==> src/rtl/smi_pkg.sv <==
package smi_pkg;
    localparam int DEV_N  = 7;
    localparam int DEV_IR = 6;
    localparam int REG_W  = 8;

    localparam int A_DEV_STS   = 0;
    localparam int A_DEV_EN    = 1;
    localparam int A_ROUTE     = 2;
    localparam int A_PIN       = 3;
    localparam int A_EDGE_BASE = 4;

    localparam int ROUTE_PIN_BIT = 7;
    localparam int ROUTE_IRQ_BIT = 6;
    localparam int ROUTE_PME_BIT = 5;
    localparam int PIN_HI_BIT    = 0;
    localparam int PIN_PP_BIT    = 7;

    typedef enum logic [1:0] {
        GRP_STS  = 2'd0,
        GRP_EN   = 2'd1,
        GRP_INV  = 2'd2,
        GRP_BOTH = 2'd3
    } edge_grp_e;

    function automatic int edge_addr(edge_grp_e g, int nb, int b);
        return A_EDGE_BASE + int'(g) * nb + b;
    endfunction
endpackage

==> src/rtl/smi_sync.sv <==
module smi_sync #(
    parameter int W      = 8,
    parameter int STAGES = 2
) (
    input  logic         clk,
    input  logic         rst_n,
    input  logic [W-1:0] din,
    output logic [W-1:0] dout
);
    typedef struct packed {
        logic [STAGES-1:0][W-1:0] chain;
    } sync_t;

    sync_t s_d, s_q;

    always_comb begin
        s_d = s_q;
        s_d.chain[0] = din;
        for (int i = 1; i < STAGES; i++) begin
            s_d.chain[i] = s_q.chain[i-1];
        end
    end

    always_ff @(posedge clk or negedge rst_n) begin
        if (!rst_n) s_q <= '0;
        else        s_q <= s_d;
    end

    assign dout = s_q.chain[STAGES-1];
endmodule

==> src/rtl/smi_edge_bank.sv <==
module smi_edge_bank #(
    parameter int N = 16
) (
    input  logic         clk,
    input  logic         rst_n,
    input  logic [N-1:0] lvl,
    input  logic [N-1:0] inv,
    input  logic [N-1:0] both,
    input  logic [N-1:0] clr,
    output logic [N-1:0] sts
);
    typedef struct packed {
        logic [N-1:0] prev;
        logic [N-1:0] sts;
    } bank_t;

    bank_t b_d, b_q;
    logic [N-1:0] hit;

    for (genvar i = 0; i < N; i++) begin : g_det
        logic rise, fall;
        assign rise   = lvl[i] & ~b_q.prev[i];
        assign fall   = ~lvl[i] & b_q.prev[i];
        assign hit[i] = both[i] ? (rise | fall) : (inv[i] ? fall : rise);

        // a selected edge always leaves the status bit set
        p_set_on_edge_r4: assert property (@(posedge clk) disable iff (!rst_n)
            hit[i] |=> b_q.sts[i]);
        // write-1 clear without a competing edge empties the bit
        p_w1c_clear_r6: assert property (@(posedge clk) disable iff (!rst_n)
            (clr[i] && !hit[i]) |=> !b_q.sts[i]);
        // the status bit is sticky without a clear
        p_sticky_r7: assert property (@(posedge clk) disable iff (!rst_n)
            (b_q.sts[i] && !clr[i]) |=> b_q.sts[i]);
    end

    always_comb begin
        b_d      = b_q;
        b_d.prev = lvl;
        b_d.sts  = (b_q.sts & ~clr) | hit;
    end

    always_ff @(posedge clk or negedge rst_n) begin
        if (!rst_n) b_q <= '0;
        else        b_q <= b_d;
    end

    assign sts = b_q.sts;
endmodule

==> src/rtl/smi_pin_drv.sv <==
module smi_pin_drv (
    input  logic clk,
    input  logic rst_n,
    input  logic assert_in,
    input  logic active_high,
    input  logic push_pull,
    output logic pad_oe,
    output logic pad_do
);
    logic level;

    always_comb begin
        level = active_high ? assert_in : ~assert_in;
        if (push_pull) begin
            pad_oe = 1'b1;
            pad_do = level;
        end else begin
            pad_oe = ~level;
            pad_do = 1'b0;
        end
    end

    // open-drain never drives a high level onto the pad
    p_od_no_high_r9: assert property (@(posedge clk) disable iff (!rst_n)
        !push_pull |-> !(pad_oe && pad_do));
    // active-low open-drain pulls the pad exactly while asserted
    p_od_low_pull_r9: assert property (@(posedge clk) disable iff (!rst_n)
        (!push_pull && !active_high) |-> (pad_oe == assert_in));
endmodule

==> src/rtl/smi_hub.sv <==
module smi_hub
    import smi_pkg::*;
#(
    parameter int EDGE_N      = 16,
    parameter int ADDR_W      = 4,
    parameter int SYNC_STAGES = 2
) (
    input  logic              clk,
    input  logic              rst_n,
    input  logic [DEV_N-1:0]  dev_evt_i,
    input  logic [EDGE_N-1:0] edge_evt_i,
    input  logic              bus_sel_i,
    input  logic              bus_wr_i,
    input  logic [ADDR_W-1:0] bus_addr_i,
    input  logic [REG_W-1:0]  bus_wdata_i,
    output logic [REG_W-1:0]  bus_rdata_o,
    output logic              smi_pad_oe_o,
    output logic              smi_pad_do_o,
    output logic              smi_irq_req_o,
    output logic              smi_pme_req_o
);
    localparam int NB = EDGE_N / REG_W;

    typedef struct packed {
        logic [DEV_N-1:0]  dev_en;
        logic              route_pin;
        logic              route_irq;
        logic              route_pme;
        logic              pin_hi;
        logic              pin_pp;
        logic              ir_sts;
        logic              ir_prev;
        logic [EDGE_N-1:0] e_en;
        logic [EDGE_N-1:0] e_inv;
        logic [EDGE_N-1:0] e_both;
    } regs_t;

    regs_t r_d, r_q;

    logic [DEV_N-1:0]  dev_s;
    logic [EDGE_N-1:0] edge_s;
    logic [EDGE_N-1:0] edge_clr;
    logic [EDGE_N-1:0] edge_sts;
    logic              ir_rise;
    logic              dev_rd;
    logic              smi_int;

    function automatic logic wr_at(int a);
        return bus_sel_i && bus_wr_i && (bus_addr_i == ADDR_W'(a));
    endfunction

    smi_sync #(.W(DEV_N), .STAGES(SYNC_STAGES)) u_dev_sync (
        .clk(clk), .rst_n(rst_n), .din(dev_evt_i), .dout(dev_s)
    );

    smi_sync #(.W(EDGE_N), .STAGES(SYNC_STAGES)) u_edge_sync (
        .clk(clk), .rst_n(rst_n), .din(edge_evt_i), .dout(edge_s)
    );

    smi_edge_bank #(.N(EDGE_N)) u_bank (
        .clk(clk), .rst_n(rst_n), .lvl(edge_s), .inv(r_q.e_inv),
        .both(r_q.e_both), .clr(edge_clr), .sts(edge_sts)
    );

    always_comb begin
        r_d      = r_q;
        edge_clr = '0;

        ir_rise   = dev_s[DEV_IR] & ~r_q.ir_prev;
        dev_rd    = bus_sel_i && !bus_wr_i && (bus_addr_i == ADDR_W'(A_DEV_STS));
        r_d.ir_prev = dev_s[DEV_IR];
        r_d.ir_sts  = ir_rise | (r_q.ir_sts & ~dev_rd);

        if (wr_at(A_DEV_EN)) r_d.dev_en = bus_wdata_i[DEV_N-1:0];
        if (wr_at(A_ROUTE)) begin
            r_d.route_pin = bus_wdata_i[ROUTE_PIN_BIT];
            r_d.route_irq = bus_wdata_i[ROUTE_IRQ_BIT];
            r_d.route_pme = bus_wdata_i[ROUTE_PME_BIT];
        end
        if (wr_at(A_PIN)) begin
            r_d.pin_hi = bus_wdata_i[PIN_HI_BIT];
            r_d.pin_pp = bus_wdata_i[PIN_PP_BIT];
        end
        for (int b = 0; b < NB; b++) begin
            if (wr_at(edge_addr(GRP_STS, NB, b)))  edge_clr[b*REG_W +: REG_W] = bus_wdata_i;
            if (wr_at(edge_addr(GRP_EN, NB, b)))   r_d.e_en[b*REG_W +: REG_W] = bus_wdata_i;
            if (wr_at(edge_addr(GRP_INV, NB, b)))  r_d.e_inv[b*REG_W +: REG_W] = bus_wdata_i;
            if (wr_at(edge_addr(GRP_BOTH, NB, b))) r_d.e_both[b*REG_W +: REG_W] = bus_wdata_i;
        end
    end

    always_ff @(posedge clk or negedge rst_n) begin
        if (!rst_n) r_q <= '0;
        else        r_q <= r_d;
    end

    always_comb begin
        bus_rdata_o = '0;
        if (bus_addr_i == ADDR_W'(A_DEV_STS)) begin
            bus_rdata_o[DEV_IR-1:0] = dev_s[DEV_IR-1:0];
            bus_rdata_o[DEV_IR]     = r_q.ir_sts;
        end
        if (bus_addr_i == ADDR_W'(A_DEV_EN)) bus_rdata_o[DEV_N-1:0] = r_q.dev_en;
        if (bus_addr_i == ADDR_W'(A_ROUTE)) begin
            bus_rdata_o[ROUTE_PIN_BIT] = r_q.route_pin;
            bus_rdata_o[ROUTE_IRQ_BIT] = r_q.route_irq;
            bus_rdata_o[ROUTE_PME_BIT] = r_q.route_pme;
        end
        if (bus_addr_i == ADDR_W'(A_PIN)) begin
            bus_rdata_o[PIN_HI_BIT] = r_q.pin_hi;
            bus_rdata_o[PIN_PP_BIT] = r_q.pin_pp;
        end
        for (int b = 0; b < NB; b++) begin
            if (bus_addr_i == ADDR_W'(edge_addr(GRP_STS, NB, b)))  bus_rdata_o = edge_sts[b*REG_W +: REG_W];
            if (bus_addr_i == ADDR_W'(edge_addr(GRP_EN, NB, b)))   bus_rdata_o = r_q.e_en[b*REG_W +: REG_W];
            if (bus_addr_i == ADDR_W'(edge_addr(GRP_INV, NB, b)))  bus_rdata_o = r_q.e_inv[b*REG_W +: REG_W];
            if (bus_addr_i == ADDR_W'(edge_addr(GRP_BOTH, NB, b))) bus_rdata_o = r_q.e_both[b*REG_W +: REG_W];
        end
    end

    assign smi_int = (|(dev_s[DEV_IR-1:0] & r_q.dev_en[DEV_IR-1:0]))
                   | (r_q.ir_sts & r_q.dev_en[DEV_IR])
                   | (|(edge_sts & r_q.e_en));

    assign smi_irq_req_o = smi_int & r_q.route_irq;
    assign smi_pme_req_o = smi_int & r_q.route_pme;

    smi_pin_drv u_pin (
        .clk(clk), .rst_n(rst_n), .assert_in(smi_int & r_q.route_pin),
        .active_high(r_q.pin_hi), .push_pull(r_q.pin_pp),
        .pad_oe(smi_pad_oe_o), .pad_do(smi_pad_do_o)
    );

    // infrared rising edge leaves the flag set
    p_ir_set_r3: assert property (@(posedge clk) disable iff (!rst_n)
        ir_rise |=> r_q.ir_sts);
    // a status read without a new edge empties the flag
    p_ir_read_clear_r3: assert property (@(posedge clk) disable iff (!rst_n)
        (dev_rd && !ir_rise) |=> !r_q.ir_sts);
    // a write to the device status address leaves the enables untouched
    p_dev_sts_ro_r2: assert property (@(posedge clk) disable iff (!rst_n)
        (bus_sel_i && bus_wr_i && bus_addr_i == ADDR_W'(A_DEV_STS)) |=> $stable(r_q.dev_en));
    // a route request implies the combined interrupt is live
    p_route_needs_int_r8: assert property (@(posedge clk) disable iff (!rst_n)
        (smi_irq_req_o || smi_pme_req_o) |-> smi_int);
endmodule

==> config.mk <==
export PLATFORM = sky130hd
export DESIGN_NAME = smi_hub
export DESIGN_NICKNAME = d
export VERILOG_FILES = /design/src/rtl/smi_pkg.sv /design/src/rtl/smi_sync.sv /design/src/rtl/smi_edge_bank.sv /design/src/rtl/smi_pin_drv.sv /design/src/rtl/smi_hub.sv
export SDC_FILE = /design/constraint.sdc
export NUM_CORES = 1
export LEC_CHECK = 0
export BUFFER_PORTS_ARGS = -buffer_cell sky130_fd_sc_hd__buf_2
export CORE_ASPECT_RATIO = 0.75
export CORE_MARGIN = 2
export CORE_UTILIZATION = 35
export DETAILED_ROUTE_END_ITERATION = 12
export HOLD_SLACK_MARGIN = 0.02
export PLACE_DENSITY = 0.6
export SYNTH_ARGS = -nofsm -noshare
export SYNTH_HDL_FRONTEND = slang
export SYNTH_SLANG_ARGS = --single-unit
==> constraint.sdc <==
create_clock -name clk -period 5.6 [get_ports clk]
set_input_delay 1.12 -clock clk [delete_from_list [all_inputs] [get_ports clk]]
set_output_delay 1.12 -clock clk [all_outputs]
set_load 0.1 [all_outputs]
# Word-level counts from Yosys, hierarchy flattened

Index checks and enable logic that the tools add are counted.

Register bits after elaboration: 140
Bits of input ports: 39
Output and inout port bits: 12
Word-level logic and storage cells: 197

Eq/ne operators: 11
Muxes and demuxes: 50
Bitwise gates (word level): 98
Reduce and logical (&&, ||, !) cells: 18

Operators by type and width:

| operator           | count |
|---|---|
| $mux 8             | 10 |
| $and 1x1->1        | 38 |
| $mux 1             | 37 |
| $not 1->1          | 36 |
| $and 16x16->16     | 2 |
| $or 1x1->1         | 19 |
| $eq 4x3->1 const B | 4 |
| $eq 4x4->1 const B | 4 |
| $not 16->16        | 1 |
| $or 16x16->16      | 1 |
| $reduce_or 16->1   | 1 |
| $logic_and 1x1->1  | 14 |
| $mux 7             | 2 |
| $eq 4x2->1 const B | 2 |
| $and 6x6->6        | 1 |
| $reduce_or 6->1    | 1 |
| $eq 4x1->1 const B | 1 |
| $logic_not 4->1    | 1 |
| $mux 3             | 1 |
| $logic_not 1->1    | 1 |

# Logic depth before layout (Yosys ltp)

Word-level depth: 13
Depth in mapped cells: 7
Mapped depth without buffers: 6

# Cells and area by module

A second synthesis with hierarchy kept.

Cell total of the unflattened synthesis: 534
Area total of the unflattened synthesis: 6691.4 um^2

Modules (own cells, without submodules):

| module                 | instances | cells an instance | area each (um^2) | sequential area each (um^2) |
|---|---|---|---|---|
| smi_hub                | 1         | 309               | 3617.2           | 1551.5 |
| smi_edge_bank          | 1         | 176               | 1901.8           | 800.8 |
| smi_sync (u_edge_sync) | 1         | 32                | 800.8            | 800.8 |
| smi_sync (u_dev_sync)  | 1         | 14                | 350.3            | 350.3 |
| smi_pin_drv            | 1         | 3                 | 21.3             | 0.0 |

# Least setup slack after synthesis

No wires, ideal clock.

Path type: in2out
Start: input bus_addr_i[1]
End: output bus_rdata_o[6]
Data arrival time: 4.062 ns
Data required time: 4.480 ns
Setup slack: 0.418 ns
Stages on the path: 6
Path buffers: 2
Cells stage by stage: buf_2 > buf_2 > inv_1 > a21oi_1 > o31a_1 > o21ai_0

Word-level cells in the longest chain between the ends: 12
Elaborated cells on any way between the ends: 22
Those cells by class: eq/ne (10); mux (11); reduce/logical (1)

Ends and longest elaborated chain:

| element         | RTL line       | text |
|---|---|---|
| from (decl)     | smi_hub.sv:14  | `input logic [ADDR_W-1:0] bus_addr_i,` |
| $logic_not 4->1 | smi_hub.sv:99  | `if (bus_addr_i == ADDR_W'(A_DEV_STS)) begin` |
| $mux 7          | smi_hub.sv:99  |  |
| $mux 7          | smi_hub.sv:103 | `if (bus_addr_i == ADDR_W'(A_DEV_EN)) bus_rdata_o[DEV_N-1:0] = r_q.dev_en;` |
| $mux 3          | smi_hub.sv:104 | `if (bus_addr_i == ADDR_W'(A_ROUTE)) begin` |
| $mux 8          | smi_hub.sv:114 | `if (bus_addr_i == ADDR_W'(edge_addr(GRP_STS, NB, b))) bus_rdata_o = edge_sts[b*REG_W +: REG_W];` |
| $mux 8          | smi_hub.sv:115 | `if (bus_addr_i == ADDR_W'(edge_addr(GRP_EN, NB, b))) bus_rdata_o = r_q.e_en[b*REG_W +: REG_W];` |
| $mux 8          | smi_hub.sv:116 | `if (bus_addr_i == ADDR_W'(edge_addr(GRP_INV, NB, b))) bus_rdata_o = r_q.e_inv[b*REG_W +: REG_W];` |
| $mux 8          | smi_hub.sv:117 | `if (bus_addr_i == ADDR_W'(edge_addr(GRP_BOTH, NB, b))) bus_rdata_o = r_q.e_both[b*REG_W +: REG_W];` |
| $mux 8          | smi_hub.sv:114 |  |
| $mux 8          | smi_hub.sv:115 |  |
| $mux 8          | smi_hub.sv:116 |  |
| $mux 8 (*)      | smi_hub.sv:117 |  |
| to (decl)       | smi_hub.sv:16  | `output logic [REG_W-1:0] bus_rdata_o,` |

Mark *: on every way between the ends. The rest lies on a longest branch, timed or not.

# Worst setup path in the final report

Start: input bus_addr_i[3]
End: output bus_rdata_o[5]

The elaborated chain is that of the path after synthesis.

==> run metrics <==
final routed DRC violation total 0; Worst-Skew Late Latency 0.43 ns; worst endpoint required time 4.48 ns; Total Nets Final roughly 660; vias in the first global route 4497; Cell Area, Synth between 6000 and 7000 um2; critical path's most frequent cell buf_2; Stages on worst setup path 6; placed cell count 814; Final Util 41.3%; Power Total around 2.9 mW; number of setup buffers added after CTS 0; Vert. Die Dim approximately 120 um; Worst R2R Setup Slack 4.27 ns; die area 19700 um2; sequential share of power 43.5%; Synth-to-Final Area Change 16.7%; top_reg_cell synth dfrtp_1; Critical path buffers and inverters 2; number of cells upsized or downsized after cts 0; core box area about 18000 um2; Final Setup Violations 0; CP Capture Type output pin; gr usage total between 10% and 20%; WL/cell around 19 um; Max VDD drop 0.164 mV; number of synthesized flops with an enable pin 0; Overflow after GRT 0; CTS Sinks 140; Switching Share 30.0%; Slew @ Worst Pin 1.03 ns; fin. max-slew vios 0; Tcrit/Tclk final 82.4%; Setup TNS Final 0 ns; Combinational Power Share 16.2%; root buf cell clkbuf_16; CP top delay family simple AND/OR/NAND/NOR gates; TritonRoute pass-1 iters 5; ANT cells 0; Placer Congestion 0.904; Min-Delay Path Class reg -> reg; P_sw 0.854 mW; Post-DRT Antenna Nets 0; critical path fanouts, max 20; clock share of power 40.3%; HP Start u_dev_sync.s_d[8]; R2R cell count 5; synth unique cells 56; Peak Freq 0.217 GHz; hold depth 0; Async S/R FF share, synth 100%; Net Count, Synth a little over 600; initial antenna violation count 0; via count 4498; Layout Skew 0.00635 ns; synthesized area per cell approximately 12 um2; largest net degree at the start of global routing 95; Worst path max stage delay roughly 0.66 ns; critical path type in -> out; H-tree depth 4; Syn Inst Count about 540; unrepaired setup endpoints after global routing no; Routed WL 16500 um; Pwr per Cell Area 376 nW/um2; row cnt 43; Die W 161 um; Worst slew margin 31.3%; FF+latch count, synth 140; number of fill cells in the layout approximately 1700; R2R Path Start u_edge_sync.dout[14]; status completed; detailed placement HPWL roughly 11000 um; I/O pin total 51; effective utilization at floorplan 35.4%; Static Leakage approximately 3.4 nW; hold_buf cts 0; worst-path cell chain buf_2 -> nand2b_1 -> nor2_1 -> a22oi_1 -> o211ai_1 -> buf_2; Vias/cell 5.32; Hold Path End u_dev_sync.dout[1]; internal power 2.00 mW; worst flop-to-flop path endpoint u_bank.sts[14]; Final Hold Fails 0; Tmin final 4.61 ns; register area share after synthesis 53.9%; Worst-path clk slew 0.06 ns; IO Port Bufs 50; share of cells above drive strength 1 between 20% and 30%; non-filler instance count after layout about 850; critical path's slowest cell nor2_1; Max Cap Viol 0; CTS tree yes; WP data arrival 3.49 ns; first-pass GRT wire length ~26000 um; CP Launch Type primary input; Clock Path Buffers 2; initial DRC count 378; CTS Buf Count 17; Yosys warning count 0
## sequential cells by signal (all words and copies together) (netlist names)
register	count
r_q	62
u_bank.b_q	16
u_bank.sts	16
u_dev_sync.dout	7
u_dev_sync.s_d	7
u_edge_sync.dout	16
u_edge_sync.s_d	16
## power by group through the flow
stage	registers, mW	clock network [mW]	logic [mW]
CTS	1.24	1.17	0.462
global placement	1.25	0	0.447
global route	1.25	1.22	0.502
finish	1.24	1.15	0.461
floorplan	1.21	0	0.354
detailed placement	1.25	0	0.460
## cell usage after synthesis (3+ instances only)
library cell  number  share of area [%]
dfrtp_1          140                 54
mux2_2            69                 12
inv_1             36                2.1
ha_1              32                6.2
nand2_1           31                1.8
nor2b_1           24                2.3
a21oi_1           22                1.7
a211oi_1          17                2.0
a21o_1            17                2.0
a22oi_1           17                2.0
buf_2             13                1.0
nor2_1            13               0.75
o21ai_0            9               0.69
mux2i_1            7                1.1
nand2b_1           6               0.58
a22o_1             5               0.67
buf_1              5               0.29
nand3_1            5               0.38
nand4_1            4               0.38
o221ai_1           4               0.54
o32ai_1            4               0.54
a32o_1             3               0.46
a32oi_1            3               0.40
nor3_1             3               0.23
o22ai_1            3               0.29
## per-stage QoR
stage               area (um2)  setup slack, ns  hold slack (ns)
detailed placement        6980             1.06            0.335
finish                    7580            0.988            0.346
floorplan                 6500            0.418            0.331
global route              7580            0.872            0.356
global placement          6980             1.14            0.332
CTS                       7580             1.04            0.348
## how the worst max path moves through the flow
| stage | startpoint | end |
|---|---|---|
| final | bus_addr_i[3] | bus_rdata_o[5] |
| after detailed placement | bus_addr_i[3] | bus_rdata_o[6] |
| after floorplan | bus_addr_i[1] | bus_rdata_o[6] |
| after global routing | bus_addr_i[3] | bus_rdata_o[6] |
| after global placement | bus_addr_i[3] | bus_rdata_o[6] |
| after CTS | bus_addr_i[3] | bus_rdata_o[6] |
## kinds of logic (layout without fill, tap and decap cells)
kind of cell               count (synthesis)  count (layout)  share of synthesized area (%)
DFF                                      140             140                           53.9
AOI/OAI and AO/OA                        122             122                           13.5
and+or+nand+nor                          107             107                           9.41
muxes                                     77              77                           13.4
buffers and inverters                     58             121                           3.62
adders and majority gates                 32              32                           6.16
## layer usage
layer  GRT usage (%)  vias to the layer above  wire, um
met1            25.1                     2301      7930
li1                -                     2045         -
met5               0                        -         0
met3            5.79                       15      1050
met4            5.36                        0       198
met2            26.1                      137      7320
## cell type report
| cell class | instances | area, um2 | area share [%] |
|---|---|---|---|
| Sequential cell | 140 | 3500 | 46.2 |
| Multi-Input combinational cell | 338 | 2760 | 36.4 |
| Clock buffer | 17 | 425 | 5.61 |
| Tap cell | 247 | 309 | 4.08 |
| Timing Repair Buffer | 52 | 272 | 3.58 |
| Clock inverter | 15 | 173 | 2.28 |
| Inverter | 37 | 139 | 1.83 |
## cells in the final DEF (no fill, tap or decap), types with 4 or more instances in the layout
cell type | netlist | final
a21o_1 | 17 | 17
nand2b_1 | 6 | 6
o221ai_1 | 4 | 4
mux2i_1 | 7 | 7
buf_2 | 13 | 49
ha_1 | 32 | 32
nor2b_1 | 24 | 24
clkinv_2 | 0 | 5
nand2_1 | 31 | 31
clkbuf_16 | 0 | 17
a21oi_1 | 22 | 22
o21ai_0 | 9 | 9
a211oi_1 | 17 | 17
dfrtp_1 | 140 | 140
a22oi_1 | 17 | 17
a22o_1 | 5 | 5
nand3_1 | 5 | 5
inv_1 | 36 | 36
mux2_2 | 69 | 69
nor2_1 | 13 | 13
o32ai_1 | 4 | 4
nand4_1 | 4 | 4
Note: power is estimated with default switching activity, not from simulation.
